File: src/rtl/ll_walker_pkg.sv
`timescale 1ns/1ps
package ll_walker_pkg;

    typedef enum logic [2:0] {
        ST_IDLE,
        ST_HDR,
        ST_PAYREQ,
        ST_PUSH,
        ST_LINK,
        ST_FINISH
    } walk_state_t;

    typedef struct packed {
        logic mem_req;
        logic dev_valid;
        logic done;
        logic addr_load_start;
        logic addr_load_next;
        logic addr_step;
        logic hdr_capture;
        logic cnt_load;
        logic cnt_dec;
        logic data_capture;
    } walk_ctrl_t;

endpackage

File: src/rtl/ll_hdr_decode.sv
`timescale 1ns/1ps
module ll_hdr_decode #(
    parameter int DATA_W = 32,
    parameter int ADDR_W = 24,
    parameter int CNT_W  = 8
) (
    input  logic [DATA_W-1:0] word_i,
    output logic [CNT_W-1:0]  count_o,
    output logic              count_zero_o,
    output logic [ADDR_W-1:0] next_addr_o,
    output logic              last_o
);
    localparam int CNT_LSB = DATA_W - CNT_W;

    always_comb begin
        count_o      = word_i[CNT_LSB +: CNT_W];
        count_zero_o = (count_o == '0);
        next_addr_o  = {word_i[ADDR_W-1:2], 2'b00};
        last_o       = word_i[ADDR_W-1];
    end
endmodule

File: src/rtl/ll_addr_unit.sv
`timescale 1ns/1ps
module ll_addr_unit #(
    parameter int ADDR_W = 24
) (
    input  logic              clk,
    input  logic              rst_n,
    input  logic              load_start_i,
    input  logic [ADDR_W-1:0] start_addr_i,
    input  logic              load_next_i,
    input  logic [ADDR_W-1:0] next_addr_i,
    input  logic              step_i,
    output logic [ADDR_W-1:0] cur_addr_o
);
    localparam logic [ADDR_W-1:0] WORD_STEP  = ADDR_W'(4);
    localparam logic [ADDR_W-1:0] ALIGN_MASK = ~ADDR_W'(3);

    logic [ADDR_W-1:0] cur_q;

    always_ff @(posedge clk) begin
        if (!rst_n) begin
            cur_q <= '0;
        end else if (load_start_i) begin
            cur_q <= start_addr_i & ALIGN_MASK;
        end else if (load_next_i) begin
            cur_q <= next_addr_i & ALIGN_MASK;
        end else if (step_i) begin
            cur_q <= cur_q + WORD_STEP;
        end
    end

    assign cur_addr_o = cur_q;
endmodule

File: src/rtl/ll_beat_counter.sv
`timescale 1ns/1ps
module ll_beat_counter #(
    parameter int CNT_W = 8
) (
    input  logic             clk,
    input  logic             rst_n,
    input  logic             load_i,
    input  logic [CNT_W-1:0] count_i,
    input  logic             dec_i,
    output logic             empty_o
);
    logic [CNT_W-1:0] left_q;

    always_ff @(posedge clk) begin
        if (!rst_n) begin
            left_q <= '0;
        end else if (load_i) begin
            left_q <= count_i;
        end else if (dec_i && (left_q != '0)) begin
            left_q <= left_q - CNT_W'(1);
        end
    end

    assign empty_o = (left_q == '0);
endmodule

File: src/rtl/ll_walker_fsm.sv
`timescale 1ns/1ps
module ll_walker_fsm
    import ll_walker_pkg::*;
(
    input  logic       clk,
    input  logic       rst_n,
    input  logic       start_i,
    input  logic       mem_valid_i,
    input  logic       dev_ready_i,
    input  logic       hdr_count_zero_i,
    input  logic       beats_empty_i,
    input  logic       link_last_i,
    output walk_ctrl_t ctrl_o
);
    walk_state_t state_q, state_d;

    always_ff @(posedge clk) begin
        if (!rst_n) begin
            state_q <= ST_IDLE;
        end else begin
            state_q <= state_d;
        end
    end

    always_comb begin
        state_d = state_q;
        unique case (state_q)
            ST_IDLE:   if (start_i)     state_d = ST_HDR;
            ST_HDR:    if (mem_valid_i) state_d = hdr_count_zero_i ? ST_LINK : ST_PAYREQ;
            ST_PAYREQ: if (mem_valid_i) state_d = ST_PUSH;
            ST_PUSH:   if (dev_ready_i) state_d = beats_empty_i ? ST_LINK : ST_PAYREQ;
            ST_LINK:   state_d = link_last_i ? ST_FINISH : ST_HDR;
            ST_FINISH: state_d = ST_IDLE;
            default:   state_d = ST_IDLE;
        endcase
    end

    always_comb begin
        ctrl_o = '0;
        unique case (state_q)
            ST_IDLE: begin
                ctrl_o.addr_load_start = start_i;
            end
            ST_HDR: begin
                ctrl_o.mem_req     = 1'b1;
                ctrl_o.hdr_capture = mem_valid_i;
                ctrl_o.cnt_load    = mem_valid_i;
                ctrl_o.addr_step   = mem_valid_i;
            end
            ST_PAYREQ: begin
                ctrl_o.mem_req      = 1'b1;
                ctrl_o.data_capture = mem_valid_i;
                ctrl_o.cnt_dec      = mem_valid_i;
                ctrl_o.addr_step    = mem_valid_i;
            end
            ST_PUSH: begin
                ctrl_o.dev_valid = 1'b1;
            end
            ST_LINK: begin
                ctrl_o.addr_load_next = !link_last_i;
            end
            ST_FINISH: begin
                ctrl_o.done = 1'b1;
            end
            default: ctrl_o = '0;
        endcase
    end
endmodule

File: src/rtl/ll_walker.sv
`timescale 1ns/1ps
module ll_walker
    import ll_walker_pkg::*;
#(
    parameter int ADDR_W = 24,
    parameter int DATA_W = 32,
    parameter int CNT_W  = 8
) (
    input  logic              clk,
    input  logic              rst_n,
    input  logic              start_i,
    input  logic [ADDR_W-1:0] start_addr_i,
    output logic              mem_req_o,
    output logic [ADDR_W-1:0] mem_addr_o,
    input  logic              mem_valid_i,
    input  logic [DATA_W-1:0] mem_rdata_i,
    output logic              dev_valid_o,
    output logic [DATA_W-1:0] dev_data_o,
    input  logic              dev_ready_i,
    output logic              done_o
);
    walk_ctrl_t        ctrl;
    logic [CNT_W-1:0]  hdr_count;
    logic              hdr_count_zero;
    logic [ADDR_W-1:0] hdr_next;
    logic              hdr_last;
    logic [ADDR_W-1:0] link_next_q;
    logic              link_last_q;
    logic [DATA_W-1:0] data_q;
    logic              beats_empty;
    logic [ADDR_W-1:0] cur_addr;

    ll_hdr_decode #(.DATA_W(DATA_W), .ADDR_W(ADDR_W), .CNT_W(CNT_W)) u_dec (
        .word_i       (mem_rdata_i),
        .count_o      (hdr_count),
        .count_zero_o (hdr_count_zero),
        .next_addr_o  (hdr_next),
        .last_o       (hdr_last)
    );

    ll_addr_unit #(.ADDR_W(ADDR_W)) u_addr (
        .clk          (clk),
        .rst_n        (rst_n),
        .load_start_i (ctrl.addr_load_start),
        .start_addr_i (start_addr_i),
        .load_next_i  (ctrl.addr_load_next),
        .next_addr_i  (link_next_q),
        .step_i       (ctrl.addr_step),
        .cur_addr_o   (cur_addr)
    );

    ll_beat_counter #(.CNT_W(CNT_W)) u_cnt (
        .clk     (clk),
        .rst_n   (rst_n),
        .load_i  (ctrl.cnt_load),
        .count_i (hdr_count),
        .dec_i   (ctrl.cnt_dec),
        .empty_o (beats_empty)
    );

    ll_walker_fsm u_fsm (
        .clk              (clk),
        .rst_n            (rst_n),
        .start_i          (start_i),
        .mem_valid_i      (mem_valid_i),
        .dev_ready_i      (dev_ready_i),
        .hdr_count_zero_i (hdr_count_zero),
        .beats_empty_i    (beats_empty),
        .link_last_i      (link_last_q),
        .ctrl_o           (ctrl)
    );

    always_ff @(posedge clk) begin
        if (!rst_n) begin
            link_next_q <= '0;
            link_last_q <= 1'b0;
        end else if (ctrl.hdr_capture) begin
            link_next_q <= hdr_next;
            link_last_q <= hdr_last;
        end
    end

    always_ff @(posedge clk) begin
        if (!rst_n) begin
            data_q <= '0;
        end else if (ctrl.data_capture) begin
            data_q <= mem_rdata_i;
        end
    end

    assign mem_req_o   = ctrl.mem_req;
    assign mem_addr_o  = cur_addr;
    assign dev_valid_o = ctrl.dev_valid;
    assign dev_data_o  = data_q;
    assign done_o      = ctrl.done;
endmodule

File: config.mk
export PLATFORM = sky130hd
export DESIGN_NAME = ll_walker
export DESIGN_NICKNAME = d
export VERILOG_FILES = /design/src/rtl/ll_walker_pkg.sv /design/src/rtl/ll_hdr_decode.sv /design/src/rtl/ll_addr_unit.sv /design/src/rtl/ll_beat_counter.sv /design/src/rtl/ll_walker_fsm.sv /design/src/rtl/ll_walker.sv
export SDC_FILE = /design/constraint.sdc
export NUM_CORES = 1
export LEC_CHECK = 0
export CAP_MARGIN = 30
export CORE_UTILIZATION = 23
export CTS_CLUSTER_DIAMETER = 40
export CTS_CLUSTER_SIZE = 12
export DETAILED_ROUTE_END_ITERATION = 8
export DONT_BUFFER_PORTS = 1
export PLACE_DENSITY = 0.39
export SYNTH_ARGS = -nofsm -noshare
export SYNTH_HDL_FRONTEND = slang
export SYNTH_SLANG_ARGS = --single-unit
File: constraint.sdc
create_clock -name clk -period 2.04 [get_ports clk]
set_input_delay 0.306 -clock clk [delete_from_list [all_inputs] [get_ports clk]]
set_output_delay 0.306 -clock clk [all_outputs]
set_load 0.05 [all_outputs]
======== Yosys cells after proc, flatten, opt, wreduce, memory -nomap -nowiden ========
Index checks and enable logic that the tools add are counted.
cells by class
  add/sub/neg operators ................... 2
  equal/unequal tests ..................... 9
  mux-type cells .......................... 21
  bitwise logic cells ..................... 1
  reduce and logical (&&, ||, !) cells .... 11
operator list
  kind                                                                    count
  24-bit two-way mux                                                      3
  24-bit by 3-bit adder with 24-bit output (second input constant)        1
  3-bit two-way mux                                                       7
  8-bit zero test                                                         2
  8-bit two-way mux                                                       2
  3-bit case mux with 5 select lines                                      1
  2-bit != test (second input constant)                                   4
  8-bit nonzero test                                                      1
  8-bit by 1-bit subtractor with 8-bit output (second input constant)     1
  3-bit by 2-bit equality test with 1-bit output (second input constant)  2
  3-bit equality test (second input constant)                             2
  1-bit two-way mux                                                       6
  2-bit two-way mux                                                       2
  4-bit AND reduction                                                     1
  3-bit by 1-bit equality test with 1-bit output (second input constant)  1
  3-bit zero test                                                         1
  3-bit nonzero test                                                      1
  3-bit OR reduction                                                      1
  2-bit nonzero test                                                      1
  2-bit OR reduction                                                      1
  1-bit logical AND                                                       1
  1-bit zero test                                                         1
  1-bit NOT                                                               1
storage, ports and cells
  register bits ........................... 90
  output and inout bits ................... 59

======== Logic depth before layout (Yosys ltp) ========
Gate-level depths: netlist of the first run.
  depth after elaboration ................. 6
  mapped depth ............................ 8

======== Cells and area by module ========
Synthesis of the first run repeated with hierarchy kept, for this count alone.
second synthesis, totals
  cell total of the unflattened synthesis .. 525
  area total of the unflattened synthesis .. 4888.4 µm²
modules (own cells, without submodules)
  module           instances  cells an instance  area an instance (µm²)  sequential area each (µm²)
  ll_walker        1          184                2239.6                  1141.1
  ll_addr_unit     1          206                1575.3                  440.4
  ll_beat_counter  1          58                 508.0                   160.2
  ll_walker_fsm    1          40                 295.3                   60.1
  ll_hdr_decode    1          37                 270.3                   0.0

======== Worst setup path after synthesis of the first run ========
OpenSTA, ideal clock, no wires.
  path type ............................... reg-to-reg
  start ................................... register u_addr.cur_q[2], in the netlist u_addr.cur_addr_o[2]
  end ..................................... register u_addr.cur_q[20], in the netlist u_addr.cur_addr_o[20]
  library setup time ...................... 0.074 ns
  arrival ................................. 2.238 ns
  data required time ...................... 1.966 ns
  path slack .............................. -0.272 ns
  stages on the path, launching flop included .. 9
  period minus slack after synthesis ...... 2.312 ns
  path through ............................ dfxtp_1 -> ha_1 -> and3_1 -> clkbuf_1 -> and3_1 -> buf_2 -> nand3_1 -> or4_1 -> a31oi_1
between the ends
  word-level cells in the longest chain between the ends .. 4
ends and longest elaborated chain
  element                                   line                source
  start: declaration                        ll_addr_unit.sv:17  logic [ADDR_W-1:0] cur_q;
  start signal: assignment                  ll_addr_unit.sv:23  cur_q <= start_addr_i & ALIGN_MASK;
  start signal: assignment                  ll_addr_unit.sv:25  cur_q <= next_addr_i & ALIGN_MASK;
  start signal: assignment                  ll_addr_unit.sv:27  cur_q <= cur_q + WORD_STEP;
  24-bit by 3-bit adder with 24-bit output  ll_addr_unit.sv:27
  24-bit two-way mux                        ll_addr_unit.sv:26  end else if (step_i) begin
  24-bit two-way mux                        ll_addr_unit.sv:24  end else if (load_next_i) begin
  24-bit two-way mux                        ll_addr_unit.sv:22  end else if (load_start_i) begin
Every way passes these cells. The select of a mux whose other input is x is not followed.
A chain may end at the register's enable or synchronous reset.

======== Worst setup path after layout of the first run ========
  start ................................... register u_fsm.state_q[1]
  end ..................................... register u_addr.cur_q[20], in the netlist u_addr.cur_addr_o[20]
between the ends
  word-level cells in the longest chain between the ends .. 4
ends and longest elaborated chain
  element                                                                       line                                     source
  start: declaration                                                            ll_walker_fsm.sv:15                      walk_state_t state_q, state_d;
  start signal: assignment                                                      ll_walker_fsm.sv:21                      state_q <= state_d;
  3-bit by 1-bit equality test with 1-bit output, or another cell as far along  ll_walker_fsm.sv:40                      unique case (state_q)
  2-bit OR reduction (no line) / 1-bit two-way mux (equally long branches)      --
  1-bit two-way mux / 24-bit two-way mux (equally long branches)                ll_walker_fsm.sv:40, ll_addr_unit.sv:24
  3-bit nonzero test (no line) / 24-bit two-way mux (equally long branches)     --
Parallel ways exist; a longest one is shown, timed or not.

==> qor.tcl, run 1 <==
set qor(status) {finished clean}
set qor(post-route-util_pct) 28.6
set qor(dpl_worst_slack_ns) 0.215
set qor(proportion_of_register_bits_with_asynchronous_set_or_reset_after_synthesis_pct) 0
set qor(cpMaxStageDelayCell) {sky130_fd_sc_hd__or4b_2}
set qor(drv.max_cap_violation_count) 0
set qor(number_of_buffer_cells_added_on_primary_ports) 0
set qor(clock_tree_from_tritoncts) {done}
set qor(syn2layout_area_growth_pct) 20.8
set qor(hpwl_um) 10200
set qor(footprint_of_the_multi_input_gates_um2) 2210
set qor(post_cts_resized) 0
set qor(initialDrtViolationCount) 342
set qor(power.density_nw_per_um2) 1120
set qor(ys_seq_area_share_pct) 42.2
set qor(yosysWarningCount) 0
set qor(worst-r2r-setup-slack_ns) 0.17
set qor(gpl.final_weighted_congestion) 0.816
set qor(non_filler_cell_area_final_um2) 4990
set qor(rr_endpoint) {u_addr.cur_addr_o[20]$_SDFFE_PN0P_}
set qor(grt_pass1_vias) 3881
set qor(routed-via-count) 3987
set qor(min_period_over_period_pct) 91.5
set qor(initial_antenna_violation_count) 0
set qor(worstSetupStartpointType) {register}
set qor(layout.cells.non_filler) 792
set qor(ys_seq_elements) 87
set qor(tns_ns) 0
set qor(max-clock-path-buffers) 2
set qor(routedWlPerCell_um) 17.7
set qor(dp_cells) 776
set qor(route.detailed.vias_per_inst) 5.03
set qor(fin_ws_ns) 0.174
set qor(hold_class) {in -> reg}
set qor(ff_latch_area_um2) 1760
set qor(timing.critical_path.cells) {buf_4, or4b_2, o21ai_0, a31oi_1, o21ai_0, a31oi_1}
set qor(clk_latency_ns) 0.34
set qor(critPathKind) {reg -> reg}
set qor(worst_pin_slew_ns) 0.535
set qor(route.detailed.drc) 0
set qor(number_of_enable_flip_flop_cells_after_synthesis) 0
set qor(clk_pin_slew_ns) 0.07
set qor(detailedRoute.firstPassIterationCount) 5
set qor(wirelength_um) 14000
set qor(fmaxAchievable_mhz) 536
set qor(synth.lib_cells_used.distinct) 56
set qor(worst-endpoint-required_ns) 2.24
set qor(rows) 48
set qor(cts_max_level) 3
set qor(synth_area_per_cell_um2) 7.59
set qor(final_common_cell) {sky130_fd_sc_hd__nand2_1}
set qor(finalSetupViolations) 0
set qor(netlist_instances) 544
set qor(post-route-min-period_ns) 1.87
set qor(die-height_um) 136
set qor(largest_net_degree_at_the_start_of_global_routing) 44
set qor(initial_utilization_pct) 23.7
set qor(finalHoldViolCount) 0
set qor(timing.critical_path.arrival_ns) 2.07
set qor(clock_skew_ns) 0.00860
set qor(num_cts_buffers) 9
set qor(crit_fanout) 5
set qor(core-area_um2) 17400
set qor(dieWidth_um) 136
set qor(post-synth-top-area-cell) {sky130_fd_sc_hd__dfxtp_1}
set qor(synth.top_cells.by_area) {sky130_fd_sc_hd__dfxtp_1, sky130_fd_sc_hd__nand2_1, sky130_fd_sc_hd__a21oi_1}
set qor(grt_overflow_total) 0
set qor(critPathMaxStageDelay_ns) 0.62
set qor(synth_top_area_share_pct) 42.2
set qor(max-vdd-ir-drop_mv) 0.388
set qor(diode_count) 0
set qor(final_cell_mix) {sky130_fd_sc_hd__nand2_1, sky130_fd_sc_hd__a21oi_1, sky130_fd_sc_hd__dfxtp_1, sky130_fd_sc_hd__buf_4, sky130_fd_sc_hd__o21ai_0}
set qor(post_route_cells_drive_above_1_share_pct) 15.9
set qor(placement.cell_area_um2) 4700
set qor(cts-hold-fix-buffers) 0
set qor(final_antenna_net_count) 0
set qor(grt_pass1_wl_um) 22000
set qor(hold_depth) 1
set qor(clockRootBuffer) {sky130_fd_sc_hd__clkbuf_16}
set qor(design.die.area_um2) 18500
set qor(worstHoldStart) {rst_n}
set qor(clock-sinks) 87
set qor(num-nets-final) 625
set qor(timing.hold.worst_endpoint) {u_cnt.left_q[7]$_SDFFE_PN0P_}
set qor(crit_path_end_kind) {register}
set qor(io_pins) 120
set qor(relSlewSlack_pct) 64.3
set qor(fillerInstances) 1938
set qor(regToRegStartpoint) {u_fsm.state_q[1]$_SDFFE_PN0P_}
set qor(mappedNetlistArea_um2) 4130
set qor(slew_violations) 0
set qor(ys.flop_type) {sky130_fd_sc_hd__dfxtp_1}
set qor(p_leak_nw) 1.71
set qor(grt_setup_unrepaired) {false}
set qor(postcts_setup_bufs) 0
set qor(gr-usage-all-layers_pct) 15.5
set qor(r2r_cells) 6
[synthesized netlist by cell type, drive strengths merged, types with 3 or more instances]
| master | number |
|---|---|
| nor2 | 23 |
| nand3 | 12 |
| and3 | 8 |
| xnor2 | 8 |
| a21oi | 90 |
| clkbuf | 37 |
| nand2b | 4 |
| nor4 | 3 |
| a31oi | 8 |
| nor4bb | 3 |
| xor2 | 7 |
| dfxtp | 87 |
| and2 | 4 |
| nor3 | 7 |
| nand2 | 127 |
| o22ai | 5 |
| and4 | 3 |
| a32oi | 3 |
| nand4 | 8 |
| a211oi | 5 |
| o221ai | 3 |
| o211ai | 5 |
| o31ai | 3 |
| buf | 9 |
| o21ai | 25 |
| a22oi | 5 |
| inv | 9 |
[how the worst max path moves through the flow]
stage / startpoint / endpoint / slack [ns] / cells after the start
4_1_cts: u_fsm.state_q[0]$_SDFFE_PN0P_ / dev_valid_o / 0.17 / 4
3_3_place_gp: u_fsm.state_q[0]$_SDFFE_PN0P_ / u_addr.cur_addr_o[20]$_SDFFE_PN0P_ / 0.22 / 6
5_1_grt: u_fsm.state_q[0]$_SDFFE_PN0P_ / dev_valid_o / 0.05 / 4
2_1_floorplan: u_addr.cur_addr_o[2]$_SDFFE_PN0P_ / u_addr.cur_addr_o[20]$_SDFFE_PN0P_ / 0.04 / 8
6_report: u_fsm.state_q[1]$_SDFFE_PN0P_ / u_addr.cur_addr_o[20]$_SDFFE_PN0P_ / 0.17 / 6
3_5_place_dp: u_fsm.state_q[1]$_SDFFE_PN0P_ / u_addr.cur_addr_o[23]$_SDFFE_PN0P_ / 0.22 / 5
[final cells by class]
cell class              instances  share of cell area [%]
flip-flops and latches         87                    35.3
well taps                     225                    5.65
clock buffers                  11                    5.07
multi-input cells             403                    44.3
inverters                       9                   0.678
repair buffers                 52                    8.33
clock inverters                 5                   0.652
[metrics by stage]
stage	power (mW)	hold slack (ns)
2_1_floorplan	3.42	0.433
3_3_place_gp	3.99	0.433
3_5_place_dp	4.01	0.434
4_1_cts	5.65	0.0692
5_1_grt	5.89	0.0765
6_report	5.57	0.0833
[power by group]
part | switching, mW | internal, mW
clock | 0.711 | 0.891
combinational | 1.16 | 0.632
sequential | 0.264 | 1.91
total | 2.13 | 3.43
[worst max-delay path, delay by kind of cell, from the launching register on]
kind	cells	cell delay, ns
compound gates	4	0.60
simple gates	1	0.62
flops	1	0.35
buf+inv	1	0.17
[logic make-up (layout without fill, tap and decap cells)]
group                      Yosys count  in the layout  share of synthesized area [%]
xor gates and xnor gates            15             15                           3.18
DFF                                 87             87                           42.2
other                                1              2                         0.0908
muxes                                3              3                          0.758
AOI/OAI and AO/OA                  168            168                           23.9
buffers and inverters               55             77                           5.52
and+or+nand+nor                    213            213                           23.7
adders and majority gates            2              2                          0.606
[sequential cells by signal, summed over array words and instances (netlist names)]
register,flops
link_next_q,22
u_cnt.left_q,8
u_addr.cur_addr_o,22
u_fsm.state_q,3
dev_data_o,32
[layer usage]
metal	track usage, %	share of wire [%]
met4	5.62	1.4
met3	4.66	8.2
met2	22.3	43
met1	21.7	47
met5	0	0
(Power assumes the default switching activity.)
==> run 2, diff against run 1 <==
- ABC_AREA: not set -> 1
- CORE_MARGIN: not set -> 2
==> run 2 against run 1 <==
Against the previous run: register-to-register slack better by 0.10 ns; routed wire length is 2.2% higher; fmax is 5.7% higher; clock skew is 0.0010 ns lower; critical endpoint is now u_addr.cur_addr_o[18]$_SDFFE_PN0P_; largest cell class unchanged; largest power group is now combinational cells.
==> qor.tcl, run 2 <==
set qor(crit_fanout) 6 ;# was 5
set qor(wl_met3_um) 1190 ;# was 1150 um
set qor(top_layer_used_by_detailed_routing) {met4} ;# unchanged
set qor(yosysWarningCount) 0 ;# unchanged
set qor(post-route-min-period_ns) 1.77 ;# was 1.87 ns
set qor(fillerInstances) 2107 ;# was 1938
set qor(route.layer.met1.wl_um) 7220 ;# was 6580 um
set qor(final_cell_mix) {sky130_fd_sc_hd__nor2_1, sky130_fd_sc_hd__nand2_1, sky130_fd_sc_hd__dfxtp_1, sky130_fd_sc_hd__o21ai_0, sky130_fd_sc_hd__inv_1} ;# was sky130_fd_sc_hd__nand2_1, sky130_fd_sc_hd__a21oi_1, sky130_fd_sc_hd__dfxtp_1, sky130_fd_sc_hd__buf_4, sky130_fd_sc_hd__o21ai_0
set qor(max-clock-path-buffers) 2 ;# unchanged
set qor(clk_latency_ns) 0.35 ;# was 0.34 ns
set qor(number_of_enable_flip_flop_cells_after_synthesis) 0 ;# unchanged
set qor(largest_net_degree_at_the_start_of_global_routing) 80 ;# was 44
set qor(routed-via-count) 4161 ;# was 3987
set qor(detailedRoute.firstPassIterationCount) 4 ;# was 5
set qor(grt_pass1_wl_um) 22800 ;# was 22000 um
set qor(ys.flop_type) {sky130_fd_sc_hd__dfxtp_1} ;# unchanged
set qor(route.detailed.vias_per_inst) 4.60 ;# was 5.03
set qor(worst_pin_slew_ns) 0.544 ;# was 0.535 ns
set qor(num_cts_buffers) 9 ;# unchanged
set qor(mappedNetlistArea_um2) 4410 ;# was 4130 um2
set qor(final_common_cell) {sky130_fd_sc_hd__nor2_1} ;# was sky130_fd_sc_hd__nand2_1
set qor(number_of_buffer_cells_added_on_primary_ports) 0 ;# unchanged
set qor(diode_count) 0 ;# unchanged
set qor(tns_ns) 0 ;# unchanged
set qor(fin_ws_ns) 0.275 ;# was 0.174 ns
set qor(initialDrtViolationCount) 234 ;# was 342
set qor(status) {finished clean} ;# unchanged
set qor(post-synth-top-area-cell) {sky130_fd_sc_hd__dfxtp_1} ;# unchanged
set qor(dpl_worst_slack_ns) 0.280 ;# was 0.215 ns
set qor(relSlewSlack_pct) 63.7 ;# was 64.3%
set qor(routed-wl-met2_um) 5680 ;# was 6060 um
set qor(num-nets-final) 728 ;# was 625
set qor(cts-hold-fix-buffers) 0 ;# unchanged
set qor(finalSetupViolations) 0 ;# unchanged
set qor(post_route_cells_drive_above_1_share_pct) 13.1 ;# was 15.9%
set qor(synth.cells.most_frequent) {sky130_fd_sc_hd__nor2_1, sky130_fd_sc_hd__nand2_1, sky130_fd_sc_hd__dfxtp_1} ;# was sky130_fd_sc_hd__nand2_1, sky130_fd_sc_hd__a21oi_1, sky130_fd_sc_hd__dfxtp_1
set qor(hpwl_um) 10400 ;# was 10200 um
set qor(synth_top_area_share_pct) 39.5 ;# was 42.2%
set qor(proportion_of_register_bits_with_asynchronous_set_or_reset_after_synthesis_pct) 0 ;# unchanged
set qor(crit_path_end_kind) {register} ;# unchanged
set qor(die-height_um) 143 ;# was 136 um
set qor(rows) 50 ;# was 48
set qor(final_antenna_net_count) 0 ;# unchanged
set qor(postcts_setup_bufs) 0 ;# unchanged
set qor(gr-usage-all-layers_pct) 14.4 ;# was 15.5%
set qor(min_period_over_period_pct) 86.5 ;# was 91.5%
set qor(max-vdd-ir-drop_mv) 0.584 ;# was 0.388 mV
set qor(worstSetupStartpointType) {register} ;# unchanged
set qor(post_cts_resized) 0 ;# unchanged
set qor(clockRootBuffer) {sky130_fd_sc_hd__clkbuf_16} ;# unchanged
set qor(drv.max_cap_violation_count) 0 ;# unchanged
set qor(grt_pass1_vias) 4054 ;# was 3881
set qor(dieWidth_um) 143 ;# was 136 um
set qor(worst-endpoint-required_ns) 2.32 ;# was 2.24 ns
set qor(cts_max_level) 3 ;# unchanged
set qor(critPathKind) {reg -> reg} ;# unchanged
set qor(core-area_um2) 18800 ;# was 17400 um2
set qor(route.detailed.drc) 0 ;# unchanged
set qor(initial_antenna_violation_count) 0 ;# unchanged
set qor(initial_utilization_pct) 23.5 ;# was 23.7%
set qor(hold_class) {in -> reg} ;# unchanged
set qor(slew_violations) 0 ;# unchanged
set qor(design.die.area_um2) 20300 ;# was 18500 um2
set qor(gpl.final_weighted_congestion) 0.848 ;# was 0.816
set qor(clock_skew_ns) 0.00759 ;# was 0.00860 ns
set qor(timing.critical_path.arrival_ns) 2.05 ;# was 2.07 ns
set qor(synth_area_per_cell_um2) 6.83 ;# was 7.59 um2
set qor(synth.top_cells.by_area) {sky130_fd_sc_hd__dfxtp_1, sky130_fd_sc_hd__nor2_1, sky130_fd_sc_hd__o21ai_0} ;# was sky130_fd_sc_hd__dfxtp_1, sky130_fd_sc_hd__nand2_1, sky130_fd_sc_hd__a21oi_1
set qor(io_pins) 120 ;# unchanged
set qor(ys_seq_area_share_pct) 39.5 ;# was 42.2%
set qor(fmaxAchievable_mhz) 566 ;# was 536 MHz
set qor(grt_setup_unrepaired) {false} ;# unchanged
set qor(power.density_nw_per_um2) 1670 ;# was 1120 nW/um2
set qor(grt_overflow_total) 0 ;# unchanged
set qor(yosys.cell_count.top_type) {sky130_fd_sc_hd__nor2_1} ;# was sky130_fd_sc_hd__nand2_1
set qor(wirelength_um) 14300 ;# was 14000 um
set qor(synth.lib_cells_used.distinct) 42 ;# was 56
set qor(p_leak_nw) 2.16 ;# was 1.71 nW
set qor(finalHoldViolCount) 0 ;# unchanged
set qor(clk_pin_slew_ns) 0.07 ;# about the same
set qor(netlist_instances) 646 ;# was 544
set qor(routedWlPerCell_um) 15.8 ;# was 17.7 um
set qor(report.power.total_mw) 8.55 ;# was 5.57 mW
set qor(clock-sinks) 87 ;# unchanged
set qor(syn2layout_area_growth_pct) 16.2 ;# was 20.8%
set qor(clock_tree_from_tritoncts) {done} ;# unchanged
set qor(largest_reg_flops) 32 ;# unchanged
set qor(ys_seq_elements) 87 ;# unchanged
[run 2: layout make-up]
type	instances	area [um2]	area share, %
multi-input cells	471	2280	44.4
clock buffers	9	225	4.39
clock inverters	7	60.1	1.17
well taps	234	293	5.71
repair buffers	39	305	5.95
flip-flops and latches	87	1740	33.9
inverters	57	228	4.44
[run 2: report_power, final]
group	leakage, nW	switching, mW	internal [mW]
Sequential	0.711	0.919	2.21
Clock	0.131	0.796	0.849
Combinational	1.32	2.55	1.22
Total	2.16	4.27	4.29
[run 2: final timing paths]
kind | startpoint | endpoint | slack (ns) | depth (start not counted)
min | rst_n | u_cnt.left_q[6]$_SDFFE_PN0P_ | 0.08 | 2
max | u_addr.cur_addr_o[2]$_SDFFE_PN0P_ | u_addr.cur_addr_o[18]$_SDFFE_PN0P_ | 0.27 | 10
min reg2reg | link_next_q[10]$_SDFFE_PN0P_ | link_next_q[10]$_SDFFE_PN0P_ | 0.47 | 2
max reg2reg | u_addr.cur_addr_o[2]$_SDFFE_PN0P_ | u_addr.cur_addr_o[18]$_SDFFE_PN0P_ | 0.27 | 10
[run 2: critical path, stage by stage, from the launching register on]
cell,delay [ns]
sky130_fd_sc_hd__dfxtp_1,0.42
sky130_fd_sc_hd__ha_1,0.24
sky130_fd_sc_hd__nand2_1,0.08
sky130_fd_sc_hd__nor2_2,0.22
sky130_fd_sc_hd__nand2_1,0.11
sky130_fd_sc_hd__nor2_1,0.18
sky130_fd_sc_hd__nand2_1,0.09
sky130_fd_sc_hd__xor2_1,0.14
sky130_fd_sc_hd__nand2_1,0.06
sky130_fd_sc_hd__nand2_1,0.05
sky130_fd_sc_hd__a21oi_1,0.11
[run 2: through the flow]
step	utilization, %	hold slack, ns	instance area [um2]	std cells
5_1_grt	27.3	0.0569	5130	904
4_1_cts	27.3	0.0470	5130	904
2_1_floorplan	-	0.425	4420	647
3_3_place_gp	25.8	0.426	4850	888
6_report	27.3	0.0798	5130	904
3_5_place_dp	25.8	0.431	4850	888
[run 2: cell families (layout without fill, tap and decap cells)]
family                   after synthesis  count (layout)  share of synthesized area, %
flip-flops                            87              87                          39.5
AND/OR/NAND/NOR                      296             296                          29.0
adder cells (fa/ha/maj)                2               2                         0.567
buffers and inverters                 89             112                          9.13
AO/OA/AOI/OAI                        158             158                          19.2
other                                  1               2                        0.0850
XOR/XNOR                              13              13                          2.58
[run 2: per-layer routing]
metal	up-vias	global-route usage [%]
met3	14	4.68
met4	0	5.05
met5	-	0
met1	1871	21.1
met2	136	19.6
li1	2140	-
